File: config.mk
export PLATFORM = sky130hd
export DESIGN_NAME = presc_cc_timer
export DESIGN_NICKNAME = d
export VERILOG_FILES = /design/src/rtl/tmr_pkg.sv /design/src/rtl/tmr_sync_edge.sv /design/src/rtl/tmr_tick_gen.sv /design/src/rtl/tmr_event_flag.sv /design/src/rtl/presc_cc_timer.sv
export SDC_FILE = /design/constraint.sdc
export NUM_CORES = 1
export LEC_CHECK = 0
export BUFFER_PORTS_ARGS = -buffer_cell sky130_fd_sc_hd__buf_2
export CAP_MARGIN = 20
export CORE_MARGIN = 4
export CORE_UTILIZATION = 51
export DETAILED_ROUTE_END_ITERATION = 16
export PLACE_DENSITY = 0.76
export SKIP_LAST_GASP = 1
export SLEW_MARGIN = 5
export SYNTH_ARGS = -nofsm -noshare
export SYNTH_HDL_FRONTEND = slang
export SYNTH_SLANG_ARGS = --single-unit
export TNS_END_PERCENT = 1
File: constraint.sdc
create_clock -name clk_i -period 3.6 [get_ports clk_i]
set_input_delay 0.72 -clock clk_i [delete_from_list [all_inputs] [get_ports clk_i]]
set_output_delay 0.72 -clock clk_i [all_outputs]
set_load 0.02 [all_outputs]
File: src/rtl/tmr_pkg.sv
package tmr_pkg;
  localparam int unsigned CNT_W   = 32;
  localparam int unsigned PRESC_W = 8;

  typedef enum logic [1:0] {
    EDGE_RISE = 2'b00,
    EDGE_FALL = 2'b01,
    EDGE_BOTH = 2'b10
  } edge_sel_e;
endpackage

File: src/rtl/tmr_sync_edge.sv
module tmr_sync_edge #(
  parameter int unsigned STAGES = 2
) (
  input  logic clk_i,
  input  logic rst_ni,
  input  logic pin_i,
  output logic rise_o,
  output logic fall_o
);
  logic [STAGES-1:0] sync_q;
  logic              prev_q;

  always_ff @(posedge clk_i or negedge rst_ni) begin
    if (!rst_ni) begin
      sync_q <= '0;
      prev_q <= 1'b0;
    end else begin
      sync_q <= {sync_q[STAGES-2:0], pin_i};
      prev_q <= sync_q[STAGES-1];
    end
  end

  assign rise_o =  sync_q[STAGES-1] & ~prev_q;
  assign fall_o = ~sync_q[STAGES-1] &  prev_q;
endmodule

File: src/rtl/tmr_tick_gen.sv
module tmr_tick_gen #(
  parameter int unsigned PRESC_W = 8,
  parameter int unsigned FIX_DIV = 16
) (
  input  logic               clk_i,
  input  logic               rst_ni,
  input  logic               src_ext_i,
  input  logic               ext_rise_i,
  input  logic               div16_i,
  input  logic [PRESC_W-1:0] presc_i,
  output logic               cnt_en_o
);
  localparam int unsigned DIV_W = $clog2(FIX_DIV);

  logic [DIV_W-1:0]   div_q;
  logic [PRESC_W-1:0] pcnt_q;
  logic               base_tick;
  logic               wrap;

  always_ff @(posedge clk_i or negedge rst_ni) begin
    if (!rst_ni) div_q <= '0;
    else         div_q <= div_q + 1'b1;
  end

  always_comb begin
    if (src_ext_i)    base_tick = ext_rise_i;
    else if (div16_i) base_tick = (div_q == DIV_W'(FIX_DIV - 1));
    else              base_tick = 1'b1;
  end

  // >= so a shrinking prescale value never strands the counter
  assign wrap     = (pcnt_q >= presc_i);
  assign cnt_en_o = base_tick & wrap;

  always_ff @(posedge clk_i or negedge rst_ni) begin
    if (!rst_ni)        pcnt_q <= '0;
    else if (base_tick) pcnt_q <= wrap ? '0 : pcnt_q + 1'b1;
  end


  presc_bound_chk: assert property (@(posedge clk_i) disable iff (!rst_ni)
    $past(base_tick) && ($past(pcnt_q) < $past(presc_i)) |-> pcnt_q == $past(pcnt_q) + 1'b1);
endmodule

File: src/rtl/tmr_event_flag.sv
module tmr_event_flag (
  input  logic clk_i,
  input  logic rst_ni,
  input  logic set_i,
  input  logic ack_i,
  output logic flag_o
);
  always_ff @(posedge clk_i or negedge rst_ni) begin
    if (!rst_ni) flag_o <= 1'b0;
    else         flag_o <= set_i | (flag_o & ~ack_i);
  end


  flag_hold_chk: assert property (@(posedge clk_i) disable iff (!rst_ni)
    flag_o && !ack_i |=> flag_o);
endmodule

File: src/rtl/presc_cc_timer.sv
module presc_cc_timer
  import tmr_pkg::*;
#(
  parameter int unsigned CW = CNT_W,
  parameter int unsigned PW = PRESC_W
) (
  input  logic          clk_i,
  input  logic          rst_ni,
  input  logic          ext_clk_i,
  input  logic          cap_pin_i,
  input  logic          src_ext_i,
  input  logic          div16_i,
  input  logic [PW-1:0] presc_i,
  input  logic          mode_cmp_i,
  input  logic [1:0]    cap_edge_i,
  input  logic [CW-1:0] ref_val_i,
  input  logic          restart_i,
  input  logic          toggle_en_i,
  input  logic          cap_en_i,
  input  logic          ref_en_i,
  input  logic          route_dma_i,
  input  logic          cap_ack_i,
  input  logic          ref_ack_i,
  output logic [CW-1:0] count_o,
  output logic [CW-1:0] capture_o,
  output logic          out_pin_o,
  output logic          cap_flag_o,
  output logic          ref_flag_o,
  output logic          irq_o,
  output logic          dma_o
);
  logic ext_rise, ext_fall_unused;
  logic cap_rise, cap_fall;
  logic cnt_en;
  logic [CW-1:0] count_q, count_nxt, capture_q;
  logic out_q;
  logic ref_hit, cap_hit, edge_match, req;

  tmr_sync_edge #(.STAGES(2)) u_ext_sync (
    .clk_i, .rst_ni, .pin_i(ext_clk_i), .rise_o(ext_rise), .fall_o(ext_fall_unused)
  );

  tmr_sync_edge #(.STAGES(2)) u_cap_sync (
    .clk_i, .rst_ni, .pin_i(cap_pin_i), .rise_o(cap_rise), .fall_o(cap_fall)
  );

  tmr_tick_gen #(.PRESC_W(PW), .FIX_DIV(16)) u_tick (
    .clk_i, .rst_ni, .src_ext_i, .ext_rise_i(ext_rise), .div16_i,
    .presc_i, .cnt_en_o(cnt_en)
  );

  assign count_nxt = (mode_cmp_i && restart_i && count_q == ref_val_i) ? '0 : count_q + 1'b1;
  assign ref_hit   = mode_cmp_i && cnt_en && (count_nxt == ref_val_i);

  always_comb begin
    unique case (cap_edge_i)
      2'b00:   edge_match = cap_rise;
      2'b01:   edge_match = cap_fall;
      default: edge_match = cap_rise | cap_fall;
    endcase
  end
  assign cap_hit = !mode_cmp_i && edge_match;

  always_ff @(posedge clk_i or negedge rst_ni) begin
    if (!rst_ni) begin
      count_q   <= '0;
      capture_q <= '0;
      out_q     <= 1'b0;
    end else begin
      if (cnt_en)                 count_q   <= count_nxt;
      if (cap_hit)                capture_q <= count_q;
      if (ref_hit && toggle_en_i) out_q     <= ~out_q;
    end
  end

  tmr_event_flag u_cap_flag (
    .clk_i, .rst_ni, .set_i(cap_hit), .ack_i(cap_ack_i), .flag_o(cap_flag_o)
  );
  tmr_event_flag u_ref_flag (
    .clk_i, .rst_ni, .set_i(ref_hit), .ack_i(ref_ack_i), .flag_o(ref_flag_o)
  );

  assign req       = (cap_flag_o & cap_en_i) | (ref_flag_o & ref_en_i);
  assign irq_o     = req & ~route_dma_i;
  assign dma_o     = req &  route_dma_i;
  assign count_o   = count_q;
  assign capture_o = capture_q;
  assign out_pin_o = out_q;


  count_step_chk: assert property (@(posedge clk_i) disable iff (!rst_ni)
    !$stable(count_q) |-> (count_q == $past(count_q) + 1'b1) || (count_q == '0));

  out_toggle_chk: assert property (@(posedge clk_i) disable iff (!rst_ni)
    !$stable(out_q) |-> ref_flag_o);

  req_excl_chk: assert property (@(posedge clk_i) disable iff (!rst_ni)
    $onehot0({irq_o, dma_o}));

  cap_mode_chk: assert property (@(posedge clk_i) disable iff (!rst_ni)
    !$stable(capture_q) |-> !$past(mode_cmp_i));
endmodule

======== Word level (Yosys, flattened, before mapping) ========
Index checks and enable logic that the tools add are counted.
storage, ports and cells
  output and inout port bits .............. 69
  bits of input ports ..................... 56
  logic and storage cells ................. 53
  bits in registers ....................... 85
cells by class
  reduce and logical (&&, ||, !) cells .... 8
  eq/ne operators ......................... 4
  multiplexer cells ....................... 5
  bitwise logic cells ..................... 21
  $lt $le $gt $ge ......................... 1
  $add $sub $neg .......................... 3
operator list
  operator                                                               count
  32-bit equality test                                                   2
  32-bit by 1-bit adder with 32-bit output, second input constant        1
  32-bit 2-to-1 mux                                                      1
  1-bit bitwise AND                                                      10
  8-bit by 1-bit adder with 8-bit output, second input constant          1
  8-bit greater-or-equal comparator                                      1
  8-bit 2-to-1 mux                                                       1
  1-bit NOT                                                              7
  1-bit logical AND                                                      6
  4-bit by 1-bit adder with 4-bit output, second input constant          1
  4-bit equality test, second input constant                             1
  1-bit OR                                                               4
  2-bit by 1-bit equality test with 1-bit output, second input constant  1
  2-bit logical NOT                                                      1
  1-bit 2-to-1 mux                                                       2
  1-bit one-hot mux with 2 select lines                                  1
  1-bit logical NOT                                                      1

======== Longest topological paths before layout ========
  depth after elaboration ................. 7
  depth in mapped cells ................... 12
  depth with buffers taken out ............ 11

======== By module ========
A second synthesis with hierarchy kept.
second synthesis, totals
  cell total of the unflattened synthesis .. 654
  area, all modules ....................... 5989.5 um^2
modules (own cells, without submodules)
  module          times used  cells each  area each (um^2)  sequential area each (um^2)
  presc_cc_timer  1           554         4942.2            1626.6
  tmr_tick_gen    1           84          794.5             300.3
  tmr_sync_edge   2           5           90.1              75.1
  tmr_event_flag  2           3           36.3              25.0

======== Worst setup path before layout ========
OpenSTA, ideal clock, no wires.
  path kind ............................... reg-to-reg
  from .................................... reg count_q[12] (netlist: count_o[12])
  to ...................................... reg out_q (netlist: out_pin_o)
  clock period less this slack ............ 3258 ps
  setup slack ............................. 342 ps
  library setup time ...................... 79 ps
  cell stages (with the launch flop) ...... 12
  required time ........................... 3521 ps
  buffers on the path ..................... 2
  arrival ................................. 3179 ps
  path through ............................ dfrtp_1 -> buf_2 -> nand4_4 -> or4_4 -> buf_4 -> or4_1 -> xnor2_1 -> a2111oi_0 -> a21oi_1 -> nand4b_1 -> nor4b_2 -> xor2_1
on the way
  longest elaborated chain between the ends .. 6
  elaborated cells between the ends (all ways) .. 7
  those cells by class .................... 1 x add/sub; 2 x eq/ne; 1 x mux; 3 x reduce/logical
RTL lines
  element                                                                                           line                  text
  from (decl)                                                                                       presc_cc_timer.sv:35  logic [CW-1:0] count_q, count_nxt, capture_q;
  from (signal assigned)                                                                            presc_cc_timer.sv:70  if (cnt_en) count_q <= count_nxt;
  parallel branches: the longest is 2 deep, another holds 32-bit by 1-bit adder with 32-bit output  -
  32-bit 2-to-1 mux (*)                                                                             presc_cc_timer.sv:52  assign count_nxt = (mode_cmp_i && restart_i && count_q == ref_val_i) ? '0 : count_q + 1'b1;
  32-bit equality test (*)                                                                          presc_cc_timer.sv:53  assign ref_hit = mode_cmp_i && cnt_en && (count_nxt == ref_val_i);
  1-bit logical AND (*)                                                                             presc_cc_timer.sv:53
  1-bit logical AND (*)                                                                             presc_cc_timer.sv:72  if (ref_hit && toggle_en_i) out_q <= ~out_q;
  to (signal assigned)                                                                              presc_cc_timer.sv:72
  to (decl)                                                                                         presc_cc_timer.sv:36  logic out_q;
Every way passes the cells marked *.
A chain may end at the register's enable or synchronous reset.

======== Worst setup path after layout ========
  from .................................... reg count_q[14] (netlist: count_o[14])
  to ...................................... reg out_q (netlist: out_pin_o)
The elaborated chain is that of the path after synthesis.

==> impl_metrics.ini <==
[status]
outcome = completed

[finish]
antenna_diode_count = 0
final_util = 0.631
area_delta_synth_final_pct = 21.4
drive_gt1_frac = 0.303
nNetsFinal = 816

[logic_synthesis]
synth_enable_flop_cells = 0
seq_total_area_yosys = 0.378
syn-cell-area_um2 = 5630
yosysUniqueCellTypes = 66
most_used_dff_post_synth = dfrtp_1
synth_top_cells_by_area = dfrtp_1, xor2_1, mux2_2
ys_warn_count = 0
share_of_async_settable_or_async_resettable_flops_after_synthesis = 1.00
synthCells = 614
postSynthAreaPerCell_um2 = 9.17
ys_top_cells_by_count = dfrtp_1, o21ai_0, xor2_1
synthMostInstantiatedCell = dfrtp_1
yosysTopAreaCellShare = 0.378
ys_seq_elements = 85
postSynthNetCount = 683
yosys.area.top_type = dfrtp_1

[job]
maxCapViolations = 0

[clock_tree]
cts.clk_slew.worst_paths_ns = 0.09
cts-root-buf = clkbuf_8
max-clock-path-buffers = 2
cts-buffers-inserted = 9
cts_hold_repair.buffers = 0
cts_tree = built
clk-insertion-delay-late_ns = 0.38
htreeDepth = 3
clock_sinks = 85

[power_and_ir_drop]
p_leak_nw = 3.30
peak_vdd_ir_mv = 0.330
power_per_cell_area_nw_per_um2 = 346

[placed_design]
place.detailed.hpwl_um = 14300
finalWeightedCongestion = 0.974
port_buffers = 124

[sta]
achievable-frequency_mhz = 292
setup_viol_count_final = 0
rsz0062_at_grt = false
timing_hold_violations_final = 0
clock-skew-final_ns = 0.0143
finalWorstPathRequiredPeriod_ns = 3.42
max_slew.worst_pin.slew_ns = 0.793
period_share = 0.950
max-slew-margin-rel = 0.471
timing.final.max_slew_violations = 0
setup_tns_ns = 0

[critical_path]
worstPathRequired_ns = 3.91
cp-start-kind = register
cp_data_arrival_time_ns = 3.73
crit_path_max_fanout = 12
criticalPathCategory = register to register
critPathCaptureType = register

[die]
die_y_um = 113
initial_utilization = 0.519
fp.dieW_um = 113
design.die.area_um2 = 12800
io_pins = 125
rows = 38
floorplan.core_area_um2 = 10800

[route]
dr_total_vias = 5359
drc_errors = 0
postRouteAntennaNets = 0
via_per_inst = 6.01
firstDrtPassIters = 5
mean_routed_wirelength_per_cell_um = 20.8
routed_wl_um = 18500
dr.first_iter.drc_count = 404

[global_routing]
grt_antenna_before_repair = 0
grt_start_max_net_pins = 86
wire_length_of_the_first_global_routing_pass_um = 28900
gr-usage-all-layers = 0.292
globalRouteOverflowTotal = 0
via_count_of_the_first_global_routing_pass = 5141

[min_path]
min-delay-path-class = input pin to async pin
## routing by layer
layer	track usage	routed length [um]	vias up
li1	-	-	2498
met2	0.450	8460	209
met3	0.0433	1270	29
met4	0.107	459	0
met1	0.419	8360	2623
met5	0	0	-
## logic make-up after synthesis
family,share of synthesized area
buffers and inverters,0.0544
adders and majority gates,0.0289
xor gates and xnor gates,0.0987
AOI/OAI and AO/OA,0.163
DFF,0.378
muxes,0.0633
and+or+nand+nor,0.214
## repair_timing
item,in CTS,in global routing
setup buffers,0,0
setup endpoints to repair,0,1
gates resized for setup,0,3
## sequential cells by signal, summed over array words and instances (netlist names)
name               count
u_cap_flag.flag_o      1
u_cap_sync.prev_q      1
u_tick.pcnt_q          8
capture_o             32
u_tick.div_q           4
out_pin_o              1
u_ref_flag.flag_o      1
u_ext_sync.prev_q      1
count_o               32
u_cap_sync.sync_q      2
u_ext_sync.sync_q      2
## stage by stage
stage | setup slack, ns | hold slack [ns] | instance area [um^2] | cells | power, W
after floorplan | 0.342 | 0.331 | 5630 | 614 | 0.00136
after global placement | 0.165 | 0.334 | 6570 | 875 | 0.00154
after detailed placement | 0.130 | 0.335 | 6570 | 875 | 0.00155
after CTS | 0.100 | 0.363 | 6810 | 891 | 0.00237
after global routing | 0.0285 | 0.236 | 6840 | 892 | 0.00249
final | 0.179 | 0.232 | 6840 | 892 | 0.00236
## placed cells by master, fill, tap and decap left out, types with 21 or more instances in the layout
master / instances
buf_2: 123
o21ai_0: 61
inv_1: 28
buf_4: 43
nand3_1: 21
nand2_1: 33
dfrtp_1: 83
nor4_1: 21
xor2_1: 42
mux2_2: 29
nor2_1: 38
## path summary, 6_finish.rpt
kind                                       from                   end  slack, ns  cells past startpoint
min in group clk_i         u_ext_sync.sync_q[0]  u_ext_sync.sync_q[1]       0.35                      0
max in group asynchronous                rst_ni            count_o[1]       2.71                      2
hold / removal                           rst_ni     u_cap_flag.flag_o       0.23                      1
hold reg to reg            u_ext_sync.sync_q[0]  u_ext_sync.sync_q[1]       0.35                      0
setup reg to reg                    count_o[14]             out_pin_o       0.18                      9
setup / recovery                    count_o[14]             out_pin_o       0.18                      9
## critical path, stage by stage, from the launching register on
cell       delay [ns]
dfrtp_1          0.56
nand4_4          0.12
or4_4            0.63
or4_4            0.61
xnor2_2          0.16
a2111oi_0        0.47
a21oi_1          0.12
nand4b_1         0.23
nor4b_2          0.27
xor2_1           0.16
## area by class of cell
type / count / area [um^2]
Multi-Input combinational cell: 455 / 3200
Clock inverter: 6 / 111
Fill cell: 931 / 4000
Sequential cell: 85 / 2130
Inverter: 28 / 105
Timing Repair Buffer: 168 / 986
Clock buffer: 10 / 128
Tap cell: 140 / 175
## where the power goes
part | leakage (nW) | internal [W] | switching, W
sequential | 1.15 | 0.00101 | 0.0000585
clock | 0.116 | 0.000461 | 0.000363
combinational | 2.03 | 0.000192 | 0.000279
total | 3.30 | 0.00166 | 0.000701
(Power assumes the default switching activity.)
